--- src/rtl/accPulsePkg.sv ---
package accPulsePkg;
  typedef enum logic [2:0] {
    ST_IDLE,
    ST_WRITE,
    ST_READ,
    ST_MARGIN,
    ST_RECOVER
  } seqState_t;

  typedef struct packed {
    logic loadReq;
    logic wrActive;
    logic rdActive;
    logic capture;
  } pulseCtl_t;
endpackage

--- src/rtl/accPulseCtrl.sv ---
module accPulseCtrl
  import accPulsePkg::*;
#(
  parameter int TO_W = 8
) (
  input  logic            clk,
  input  logic            rstN,
  input  logic            chipEnN,
  input  logic            writeEnN,
  input  logic            readDone,
  input  logic            writeDone,
  input  logic [3:0]      marginCycles,
  input  logic [TO_W-1:0] timeoutLimit,
  output pulseCtl_t       ctl,
  output logic            busy,
  output logic            timeoutErr
);
  seqState_t       state;
  logic [TO_W-1:0] waitCnt;
  logic [3:0]      marginCnt;
  logic            limitHit;

  assign limitHit = ({1'b0, waitCnt} + 1'b1) >= {1'b0, timeoutLimit};

  always_ff @(posedge clk or negedge rstN) begin
    if (!rstN) begin
      state      <= ST_IDLE;
      waitCnt    <= '0;
      marginCnt  <= '0;
      timeoutErr <= 1'b0;
    end else begin
      unique case (state)
        ST_IDLE: if (!chipEnN) begin
          waitCnt <= '0;
          state   <= writeEnN ? ST_READ : ST_WRITE;
        end
        ST_WRITE: begin
          if (writeDone) state <= ST_RECOVER;
          else if (limitHit) begin
            state      <= ST_RECOVER;
            timeoutErr <= 1'b1;
          end else waitCnt <= waitCnt + 1'b1;
        end
        ST_READ: begin
          if (readDone) begin
            if (marginCycles == 4'd0) state <= ST_RECOVER;
            else begin
              state     <= ST_MARGIN;
              marginCnt <= marginCycles;
            end
          end else if (limitHit) begin
            state      <= ST_RECOVER;
            timeoutErr <= 1'b1;
          end else waitCnt <= waitCnt + 1'b1;
        end
        ST_MARGIN: begin
          if (marginCnt == 4'd1) state <= ST_RECOVER;
          else marginCnt <= marginCnt - 1'b1;
        end
        default: state <= ST_IDLE;
      endcase
    end
  end

  always_comb begin
    ctl.loadReq  = (state == ST_IDLE) && !chipEnN;
    ctl.wrActive = (state == ST_WRITE);
    ctl.rdActive = (state == ST_READ) || (state == ST_MARGIN);
    ctl.capture  = ((state == ST_READ) && readDone && (marginCycles == 4'd0)) ||
                   ((state == ST_MARGIN) && (marginCnt == 4'd1));
  end

  assign busy = (state != ST_IDLE);

  a_r2_write_start: assert property (@(posedge clk) disable iff (!rstN)
    $rose(ctl.wrActive) |-> $past(!chipEnN && !writeEnN));
  a_r3_read_start: assert property (@(posedge clk) disable iff (!rstN)
    (state == ST_READ && $past(state) != ST_READ) |-> $past(!chipEnN && writeEnN));
  a_r2_write_hold: assert property (@(posedge clk) disable iff (!rstN)
    (ctl.wrActive && !writeDone && !limitHit) |=> ctl.wrActive);
  a_r10_sticky: assert property (@(posedge clk) disable iff (!rstN)
    $past(timeoutErr) |-> timeoutErr);
  a_r9_no_back_to_back: assert property (@(posedge clk) disable iff (!rstN)
    $fell(ctl.wrActive || ctl.rdActive) |-> busy && !(ctl.wrActive || ctl.rdActive));
endmodule

--- src/rtl/accPulseDatapath.sv ---
module accPulseDatapath
  import accPulsePkg::*;
#(
  parameter int DATA_W = 4,
  parameter int COLS   = 4,
  localparam int NBL   = DATA_W * COLS
) (
  input  logic              clk,
  input  logic              rstN,
  input  pulseCtl_t         ctl,
  input  logic [DATA_W-1:0] dataIn,
  input  logic [COLS-1:0]   colSel,
  input  logic [DATA_W-1:0] senseIn,
  output logic              readPulse,
  output logic              writePulse,
  output logic              prechargeEn,
  output logic [NBL-1:0]    blDrive,
  output logic [NBL-1:0]    blValue,
  output logic [DATA_W-1:0] dataOut
);
  logic [DATA_W-1:0] dataLat;
  logic [COLS-1:0]   selLat;

  always_ff @(posedge clk or negedge rstN) begin
    if (!rstN) begin
      dataLat <= '0;
      selLat  <= '0;
      dataOut <= '0;
    end else begin
      if (ctl.loadReq) begin
        dataLat <= dataIn;
        selLat  <= colSel;
      end
      if (ctl.capture) dataOut <= senseIn;
    end
  end

  assign readPulse   = ctl.rdActive;
  assign writePulse  = ctl.wrActive;
  assign prechargeEn = !(ctl.rdActive || ctl.wrActive);

  for (genvar b = 0; b < DATA_W; b++) begin : g_bit
    for (genvar c = 0; c < COLS; c++) begin : g_col
      assign blDrive[b*COLS+c] = ctl.wrActive && selLat[c];
      assign blValue[b*COLS+c] = (ctl.wrActive && selLat[c]) ? dataLat[b] : 1'b1;
    end
  end

  a_r5_no_fight: assert property (@(posedge clk) disable iff (!rstN)
    (|blDrive) |-> !prechargeEn);
  a_r7_read_float: assert property (@(posedge clk) disable iff (!rstN)
    readPulse |-> (blDrive == '0));
  a_r8_hold: assert property (@(posedge clk) disable iff (!rstN)
    !$stable(dataOut) |-> $past(ctl.capture));
endmodule

--- src/rtl/accPulseSeq.sv ---
module accPulseSeq
  import accPulsePkg::*;
#(
  parameter int DATA_W = 4,
  parameter int COLS   = 4,
  parameter int TO_W   = 8
) (
  input  logic                   clk,
  input  logic                   rstN,
  input  logic                   chipEnN,
  input  logic                   writeEnN,
  input  logic [DATA_W-1:0]      dataIn,
  input  logic [COLS-1:0]        colSel,
  input  logic [DATA_W-1:0]      senseIn,
  input  logic                   readDone,
  input  logic                   writeDone,
  input  logic [3:0]             marginCycles,
  input  logic [TO_W-1:0]        timeoutLimit,
  output logic                   readPulse,
  output logic                   writePulse,
  output logic                   prechargeEn,
  output logic [DATA_W*COLS-1:0] blDrive,
  output logic [DATA_W*COLS-1:0] blValue,
  output logic [DATA_W-1:0]      dataOut,
  output logic                   busy,
  output logic                   timeoutErr
);
  pulseCtl_t ctl;

  accPulseCtrl #(.TO_W(TO_W)) u_ctrl (
    .clk, .rstN, .chipEnN, .writeEnN, .readDone, .writeDone,
    .marginCycles, .timeoutLimit, .ctl, .busy, .timeoutErr
  );

  accPulseDatapath #(.DATA_W(DATA_W), .COLS(COLS)) u_dp (
    .clk, .rstN, .ctl, .dataIn, .colSel, .senseIn,
    .readPulse, .writePulse, .prechargeEn, .blDrive, .blValue, .dataOut
  );
endmodule

--- config.mk ---
export PLATFORM = sky130hd
export DESIGN_NAME = accPulseSeq
export DESIGN_NICKNAME = d
export VERILOG_FILES = /design/src/rtl/accPulsePkg.sv /design/src/rtl/accPulseCtrl.sv /design/src/rtl/accPulseDatapath.sv /design/src/rtl/accPulseSeq.sv
export SDC_FILE = /design/constraint.sdc
export NUM_CORES = 1
export LEC_CHECK = 0
export BUFFER_PORTS_ARGS = -buffer_cell sky130_fd_sc_hd__buf_4
export CORE_ASPECT_RATIO = 1.2
export CORE_UTILIZATION = 39
export CTS_BUF_LIST = sky130_fd_sc_hd__clkbuf_16
export CTS_CLUSTER_SIZE = 24
export DETAILED_ROUTE_END_ITERATION = 6
export PLACE_DENSITY = 0.73
export SLEW_MARGIN = 5
export SYNTH_ARGS = -nofsm -noshare
export SYNTH_HDL_FRONTEND = slang
export SYNTH_SLANG_ARGS = --single-unit
--- constraint.sdc ---
create_clock -name clk -period 3.4 [get_ports clk]
set_input_delay 0.51 -clock clk [delete_from_list [all_inputs] [get_ports clk]]
set_output_delay 0.51 -clock clk [all_outputs]
set_load 0.05 [all_outputs]
Yosys cells after proc, flatten, opt, wreduce, memory -nomap -nowiden:

Index checks and enable logic that the tools add are counted.

* word-level logic and storage cells: 82
* memory bits (read-only): 0
* bits in latches: 0
* bits in writable memories: 0
* memories: 0
* output and inout bits: 41
* bits of input ports: 30
* bits in registers: 28

* shifts and indexed selects: 0
* $mul: 0
* reductions and logical operators: 23
* mux-type cells: 37
* eq/ne operators: 11
* magnitude comparators: 1
* div/mod/pow operators: 0
* add/sub/neg operators: 3
* bitwise operators: 0

Operators by type and width (count)
* $mux 8: 4
* $pmux 8 s3: 1
* $mux 1: 19
* $mux 3: 6
* $mux 4: 3
* $ne 2x2->1 const B: 6
* $pmux 3 s4: 1
* $add 8x1->9 const B: 1
* $ge 9x8->1: 1
* $add 8x1->8 const B: 1
* $logic_and 1x1->1: 8
* $pmux 4 s2: 1
* $reduce_and 4->1: 2
* $eq 3x2->1 const B: 2
* $reduce_bool 3->1: 2
* $eq 4x1->1 const B: 1
* $logic_not 4->1: 1
* $reduce_bool 2->1: 2
* $sub 4x1->4 const B: 1
* $eq 3x1->1 const B: 1
* $logic_not 3->1: 1
* $logic_or 1x1->1: 3
* $reduce_and 3->1: 1
* $logic_not 1->1: 2
* 4 further kinds: 4

Depth between registers and ports, before layout:

Gate-level depths: netlist of run 1.

* depth after elaboration: 5
* depth in mapped cells: 11
* mapped depth without buffers: 10

Hierarchy:

A second synthesis of run 1 with hierarchy kept.

* cell total of the unflattened synthesis: 215
* area, all modules: 2084.5 µm²

By module, submodules not included
* accPulseCtrl: area an instance 1343.8 µm², instances 1, cells an instance 153, sequential area each 400.4 µm²
* accPulseDatapath: area an instance 740.7 µm², instances 1, cells an instance 62, sequential area each 300.3 µm²

Worst setup path before layout of run 1:

Ideal clock, no wire load.

* path type: reg-to-output
* start point: reg u_ctrl.state[2]
* end point: out blValue[0]
* cell stages (with the launch flop): 4
* data arrival time: 3.078 ns
* path buffers: 0
* slack: -0.188 ns
* path through: dfrtp_1 -> nor3b_1 -> and2_1 -> nand2b_1

* cells in the longest elaborated chain, start to end: 3

Ends and longest elaborated chain
* start, declared: RTL line accPulseCtrl.sv:18 `seqState_t state;`
* start signal, assigned: RTL line accPulseCtrl.sv:35 `state <= writeEnN ? ST_READ : ST_WRITE;`
* $eq 3x1->1: RTL line accPulseCtrl.sv:67 `ctl.wrActive = (state == ST_WRITE);`
* net writePulse: RTL line accPulseSeq.sv:20 `output logic writePulse,`
* $logic_and 1x1->1
* net blDrive[0]: RTL line accPulseSeq.sv:22 `output logic [DATA_W*COLS-1:0] blDrive,`
* $mux 1: RTL line accPulseDatapath.sv:45 `assign blValue[b*COLS+c] = (ctl.wrActive && selLat[c]) ? dataLat[b] : 1'b1;`
* end, declared: RTL line accPulseSeq.sv:23 `output logic [DATA_W*COLS-1:0] blValue,`

The timed path passes the listed nets, and every way through them passes these cells.

Worst setup path in the final report of run 1:

* start point: reg u_ctrl.waitCnt[0]
* end point: reg u_ctrl.state[1]

* cells in the longest elaborated chain, start to end: 5
* elaborated cells on any way between the ends: 6
* classes of those cells: add/sub: 1; order compare: 1; mux: 4

Ends and longest elaborated chain
* start, declared: RTL line accPulseCtrl.sv:19 `logic [TO_W-1:0] waitCnt;`
* start signal, assigned: RTL line accPulseCtrl.sv:42 `end else waitCnt <= waitCnt + 1'b1;`
* start signal, assigned: RTL line accPulseCtrl.sv:54 `end else waitCnt <= waitCnt + 1'b1;`
* $add 8x1->9 *: RTL line accPulseCtrl.sv:23 `assign limitHit = ({1'b0, waitCnt} + 1'b1) >= {1'b0, timeoutLimit};`
* $ge 9x8->1 *: RTL line accPulseCtrl.sv:23
* $mux 3 *
* $mux 3, on equally long branches
* $pmux 3 s4 *

Every way passes the cells marked *; elsewhere a longest branch is shown, timed or not.
A chain may end at the register's enable or synchronous reset.

==> results of run 1 <==
## routing by layer
metal | share of wire, % | global-route usage, % | vias to the layer above
met4 | 2.1 | 7.87 | 0
met3 | 6.5 | 2.43 | 10
li1 | - | - | 834
met2 | 51 | 29.2 | 63
met5 | 0 | 0 | -
met1 | 40 | 19.5 | 766
## area by class of cell
cell class	instances	area [µm²]	share of cell area, %
inverters	13	48.8	1.96
well taps	58	72.6	2.91
flip-flops and latches	28	701	28.1
clock buffers	3	75.1	3.01
multi-input cells	150	1070	43.0
repair buffers	70	526	21.1
## stage by stage
stage               hold WS [ps]  worst slack (ps)  util [%]  cell area (µm²)  total power, mW
floorplan                    214               460         -             1960             1.79
finish                       153               658      53.1             2490             2.34
global route                 194               425      53.1             2490             2.48
detailed placement           449               703      51.5             2420             2.09
CTS                          174               678      53.1             2490             2.36
global placement             451               810      51.5             2420             2.07
## worst max-delay path, delay by kind of cell (launching register included)
| kind | cells | cell delay, ps |
|---|---|---|
| AO/OA/AOI/OAI | 5 | 1160 |
| AND/OR/NAND/NOR | 3 | 620 |
| adder cells (fa/ha/maj) | 2 | 440 |
| flip-flops | 1 | 420 |
## cells by family (layout without fill, tap and decap cells)
| logic type | Yosys count | after routing |
|---|---|---|
| simple gates | 80 | 80 |
| compound gates | 43 | 43 |
| buf+inv | 30 | 86 |
| flops | 28 | 28 |
| mux | 12 | 12 |
| fa+ha+maj | 11 | 11 |
| xor+xnor | 4 | 4 |
## layout by cell type (no fill, tap or decap), types with 2 or more instances in the layout
master	netlist	final
mux2_2	10	10
clkbuf_16	0	3
nor3_1	4	4
nor2b_1	4	4
a211oi_1	2	2
a31o_1	3	3
dfrtp_1	28	28
buf_4	12	70
nand2b_1	21	21
o21a_4	2	2
and2_1	4	4
xnor2_1	3	3
a31oi_1	2	2
a21oi_1	10	10
o21ai_0	12	12
inv_1	13	13
nand2_1	14	14
nor2_1	10	10
ha_1	11	11
nand3_1	13	13
or3_1	4	4
## power groups by stage
stage / combinational (mW) / clock (mW) / sequential [mW]
CTS: 1.53 / 0.270 / 0.566
floorplan: 1.21 / 0 / 0.584
detailed placement: 1.52 / 0 / 0.571
global placement: 1.50 / 0 / 0.566
global route: 1.61 / 0.280 / 0.585
finish: 1.51 / 0.263 / 0.567
## sequential cells by signal, indices dropped and copies added, names as in the netlist
name,flops
u_dp.dataOut,4
u_dp.dataLat,4
u_ctrl.marginCnt,4
u_ctrl.waitCnt,8
u_dp.selLat,4
u_ctrl.state,3
u_ctrl.timeoutErr,1
## final timing paths
| path | from | slack [ps] | end |
|---|---|---|---|
| max in group asynchronous | rstN | 2990 | u_ctrl.marginCnt[3] |
| setup / recovery | u_ctrl.waitCnt[0] | 660 | u_ctrl.state[1] |
| min in group clk | chipEnN | 430 | u_ctrl.state[0] |
| hold / removal | rstN | 150 | u_dp.selLat[3] |
| setup reg to reg | u_ctrl.waitCnt[0] | 660 | u_ctrl.state[1] |
| hold reg to reg | u_ctrl.timeoutErr | 470 | u_ctrl.timeoutErr |
==> impl_metrics.ini, run 1 <==
[synth]
synth.cell_area_um2 = 1950
synth_common_cells = dfrtp_1 (28), nand2b_1 (21), nand2_1 (14)
synth_top_area_share_pct = 35.9
synth_simple_gate_area_share_pct = 22.9
postSynthCellCount = 208
synth-main-ff-cell = dfrtp_1
synth_area_leaders = dfrtp_1 (36%), ha_1 (7.0%), nand2b_1 (6.7%)
ys_ff_latch = 28
synthXorXnorAreaFrac_pct = 1.79
synth.most_common_cell = dfrtp_1
synth_compound_area_share_pct = 15.7
synthArstFlopShare_pct = 100
synth_top_family_by_area = simple AND/OR/NAND/NOR gates
synth.net_count = 249
yosysWarnings = 0
synth_top_cell_by_area = dfrtp_1
synthMuxAreaShare_pct = 7.11
ys_seq_area_share_pct = 35.9
syn_avg_cell_area_um2 = 9.40
synthAdderAreaFrac_pct = 7.04
synth_edf_count = 0
yosysUniqueCellTypes = 42

[cts]
hold_buffers = 0
post-cts-setup-buffers = 0
cts_buffers = 3
ctsResizeCount = 0
cts_tree = yes
cts.sinks = 28
clk_pin_slew_ps = 60
htree_levels = 1
cts.path.max_buffers = 2
cts-root-buf = clkbuf_16
clk_latency_ps = 260

[pwr]
p_clk_share_pct = 11.2
switchingPower_mw = 1.22
swShare_pct = 52.2
pwr-share-seq_pct = 24.2
combPwrFrac_pct = 64.6
power.internal_mw = 1.12
power_density_nw_per_um2 = 938
power_leakage_nw = 1.23
ir_drop_uv = 419

[floorplanning]
die_h_um = 79.5
fp-row-count = 27
die_w_um = 66.6
pin_count = 71
dieArea_um2 = 5300
core_area_um2 = 4700
start_util_pct = 41.6

[flow_run]
maxCapViolCount = 0

[placed_design]
placed_cells = 319
gp_routability_congestion = 0.961
io_buffers = 70
dpl.hpwl_mm = 3.24

[sta]
fin_setup_tns_ps = 0
slew_viol_final = 0
max-slew-margin-rel_pct = 58.8
worstMarginPinSlew_ps = 611
timing.fmax_ghz = 0.365
fin_skew_ps = 2.30
rsz0062_at_grt = false
hold_viol = 0
period_share_pct = 80.7
period_needed_ps = 2740
setup_violations = 0

[critical_path]
crit_top_cell = ha_1
path_max_fanout = 6
start_kind = flop
endpoint_kind = flop
cp_data_arrival_time_ps = 2910
crit_path_cell_trace = ha_1 -> nand3_1 -> or3_1 -> nand2_1 -> ha_1 -> o21a_1 -> o21ai_0 -> o21a_4 -> a21oi_1 -> a311oi_1
path_class = reg -> reg
critPathRequiredTime_ps = 3570
worst_path_max_delay_cell = o21ai_0
r2r_cells = 10
slowest_delay_ps = 490

[global_route]
grt_max_degree = 29
overflow = 0
antenna_found_initial = 0
grt_pass1_vias = 1545
grt_usage_pct = 16.6
grt_pass1_wl_mm = 6.84

[final_layout]
area_delta_synth_final_pct = 27.6
num_antenna_cells = 0
stdcell_count = 322
fillers = 433
drive_gt1_share_pct = 35.2
fin_nets = 307

[drt]
drc = 0
wl_per_cell_um = 12.9
vias = 1673
dr.first_iter.drc_count = 35
detail_route.vias_per_cell = 5.20
drt_wl_total_mm = 4.15
final_antenna_net_count = 0
first_pass_iters = 4

[outcome]
status = finished, final reports clean

[hold_path]
hold_class = in -> async
(Power assumes the default switching activity.)
==> inputs of run 2 (changes only) <==
--- a/config.mk
+++ b/config.mk
@@ -5,13 +5,14 @@
 export SDC_FILE = /design/constraint.sdc
 export NUM_CORES = 1
 export LEC_CHECK = 0
+export ABC_AREA = 1
 export BUFFER_PORTS_ARGS = -buffer_cell sky130_fd_sc_hd__buf_4
 export CORE_ASPECT_RATIO = 1.2
 export CORE_UTILIZATION = 39
 export CTS_BUF_LIST = sky130_fd_sc_hd__clkbuf_16
 export CTS_CLUSTER_SIZE = 24
 export DETAILED_ROUTE_END_ITERATION = 6
-export PLACE_DENSITY = 0.73
+export PLACE_DENSITY = 0.74
 export SLEW_MARGIN = 5
 export SYNTH_ARGS = -nofsm -noshare
 export SYNTH_HDL_FRONTEND = slang
==> constraint.sdc (replaced) <==
create_clock -name clk -period 2.7 [get_ports clk]
set_input_delay 0.405 -clock clk [delete_from_list [all_inputs] [get_ports clk]]
set_output_delay 0.405 -clock clk [all_outputs]
set_load 0.05 [all_outputs]
==> run 2 against run 1 <==
- cell count rose by 13%
- clock skew shrank 0.57 ps
- synthesized area decreased by 3.5%
- highest routed layer unchanged
- combinational power increased by 36%
==> impl_metrics.ini, run 2 <==
[critical_path]
path_delay_family = simple AND/OR/NAND/NOR gates
crit_path_cell_trace = ha_1 -> nand3_2 -> xnor2_1 -> ha_1 -> nand2_1 -> inv_1 -> nand2_1 -> nand3_1 -> nand2_1 -> nand2_1 -> nand2_1 -> nand2_1 -> nand2_1 -> nand2_2 -> nand2_1 -> o21ai_2
path_class = reg -> reg
worst-path-buf-inv = 1
regToRegStartpoint = u_ctrl.waitCnt[0]
endpoint_kind = flop
endpoint = u_ctrl.waitCnt[5]
r2r_cells = 16
r2r_end = u_ctrl.waitCnt[5]
r2r_slack_ps = 330
crit_top_cell = nand2_1
cp_data_arrival_time_ps = 2520
worst_path_max_delay_cell = dfrtp_1
slowest_delay_ps = 390
cp.depth = 16
startpoint = u_ctrl.waitCnt[0]
start_kind = flop
critPathRequiredTime_ps = 2840
path_max_fanout = 16

[global_route]
antenna_found_initial = 0
grt_use_met2_pct = 30.4
grt_usage_pct = 17.0
grt_max_degree = 29
busiest_layer = met2
overflow = 0
grt_pass1_vias = 1612
use_met1_pct = 21.0
grt_pass1_wl_mm = 6.89
met3_usage_pct = 2.33

[drt]
drt_wl_total_mm = 4.10
final_antenna_net_count = 0
dr.first_iter.drc_count = 43
detail_route.vias_per_cell = 4.57
wl_per_cell_um = 11.2
vias = 1667
drc = 0
first_pass_iters = 4

[sta]
timing.fmax_ghz = 0.421
hold_viol = 0
period_needed_ps = 2370
period_share_pct = 87.9
setup_violations = 0
worstMarginPinSlew_ps = 523
fin_skew_ps = 1.74
rsz0062_at_grt = false
fin_setup_tns_ps = 0
slew_viol_final = 0
finalWorstSetupSlack_ps = 327
max-slew-margin-rel_pct = 65.0

[placed_design]
gp_routability_congestion = 0.915
dpl.hpwl_mm = 3.13
pre_cts_ws_ps = 352
placed_cells = 361
io_buffers = 70

[cts]
clk_latency_ps = 260
clk_pin_slew_ps = 60
post-cts-setup-buffers = 0
htree_levels = 1
cts_buffers = 3
cts_tree = yes
cts.path.max_buffers = 2
hold_buffers = 0
cts-root-buf = clkbuf_16
ctsResizeCount = 0
cts.sinks = 28

[final_layout]
fin_nets = 349
final_cell_mix = buf_4 (70), nand2_1 (68), inv_1 (39)
regMostFlops = u_ctrl.waitCnt
fin_util_pct = 53.1
drive_gt1_share_pct = 31.6
largest_register_ffs = 8
fillers = 439
final_common_cell = buf_4
stdcell_count = 365
num_antenna_cells = 0
area_delta_synth_final_pct = 30.2

[outcome]
status = finished, final reports clean

[pwr]
p_clk_share_pct = 11.0
ir_drop_uv = 1020
power_density_nw_per_um2 = 1240
combPwrFrac_pct = 67.4
pwr-share-seq_pct = 21.6
switchingPower_mw = 1.70
power.internal_mw = 1.34
power_leakage_nw = 1.34
swShare_pct = 56.0
finalPower_mw = 3.04

[floorplanning]
dieArea_um2 = 5120
core_area_um2 = 4630
pin_count = 71
fp-row-count = 27
start_util_pct = 40.8
die_h_um = 78.2
die_w_um = 65.5

[hold_path]
hold_class = in -> async

[synth]
synth-main-ff-cell = dfrtp_1
synth_common_cells = nand2_1 (68), inv_1 (39), dfrtp_1 (28)
synth_area_leaders = dfrtp_1 (37%), nand2_1 (14%), inv_1 (7.8%)
ys_seq_area_share_pct = 37.1
synth.most_common_cell = nand2_1
synthArstFlopShare_pct = 100
ys_ff_latch = 28
yosysWarnings = 0
synth.net_count = 288
synth_edf_count = 0
syn_avg_cell_area_um2 = 7.64
postSynthCellCount = 247
synth.cell_area_um2 = 1890
synth_top_cell_by_area = dfrtp_1
yosysUniqueCellTypes = 29
synth_top_area_share_pct = 37.1

[flow_run]
maxCapViolCount = 0
run 2: cell type report:
cell class	count	area, µm²	share of cell area (%)
multi-input cells	166	933	38.0
flip-flops and latches	28	701	28.5
repair buffers	70	526	21.4
inverters	39	146	5.96
clock buffers	3	75.1	3.05
well taps	58	72.6	2.95
clock inverters	1	3.75	0.153
run 2: worst min-delay path by stage:
stage / cells after the start / endpoint / slack, ps
6_report: 1 / u_dp.dataOut[1] / 50
5_1_grt: 1 / u_dp.selLat[3] / 80
4_1_cts: 1 / u_dp.dataOut[1] / 60
3_5_place_dp: 1 / u_dp.dataOut[1] / 340
3_3_place_gp: 1 / u_dp.dataOut[1] / 350
2_1_floorplan: 0 / u_ctrl.marginCnt[0] / 110
run 2: cell families (layout without fill, tap and decap cells):
kind of cell / count (synthesis) / count (layout) / share of synthesized area, %
simple gates: 109 / 109 / 24.7
buf+inv: 53 / 113 / 13.4
compound gates: 35 / 35 / 11.9
flops: 28 / 28 / 37.1
fa+ha+maj: 11 / 11 / 7.29
xor+xnor: 7 / 7 / 3.25
mux: 4 / 4 / 2.39
run 2: stage by stage:
step | cell area (µm²) | hold WS [ps]
global placement | 2380 | 347
finish | 2460 | 50.0
floorplan | 1890 | 109
CTS | 2460 | 62.5
global route | 2460 | 80.6
detailed placement | 2380 | 344
run 2: worst register-to-register path: stages (launching register included):
cell and delay [ps]:
dfrtp_1 390, ha_1 210, nand3_2 110, xnor2_1 210
ha_1 280, nand2_1 90, inv_1 40, nand2_1 50
nand3_1 90, nand2_1 70, nand2_1 40, nand2_1 70
nand2_1 80, nand2_1 90, nand2_2 220, nand2_1 160
o21ai_2 60
run 2: power groups by stage:
stage / Combinational [mW] / Clock, mW / Sequential (mW)
after floorplan: 1.52 / 0 / 0.777
after global placement: 2.03 / 0 / 0.661
after detailed placement: 2.05 / 0 / 0.663
after CTS: 2.06 / 0.340 / 0.657
after global routing: 2.21 / 0.355 / 0.678
final: 2.05 / 0.333 / 0.657
run 2: metal layers:
layer | routed length [µm] | up-vias
li1 | - | 879
met1 | 1830 | 748
met2 | 2090 | 34
met3 | 129 | 6
met4 | 49 | 0
met5 | 0 | -
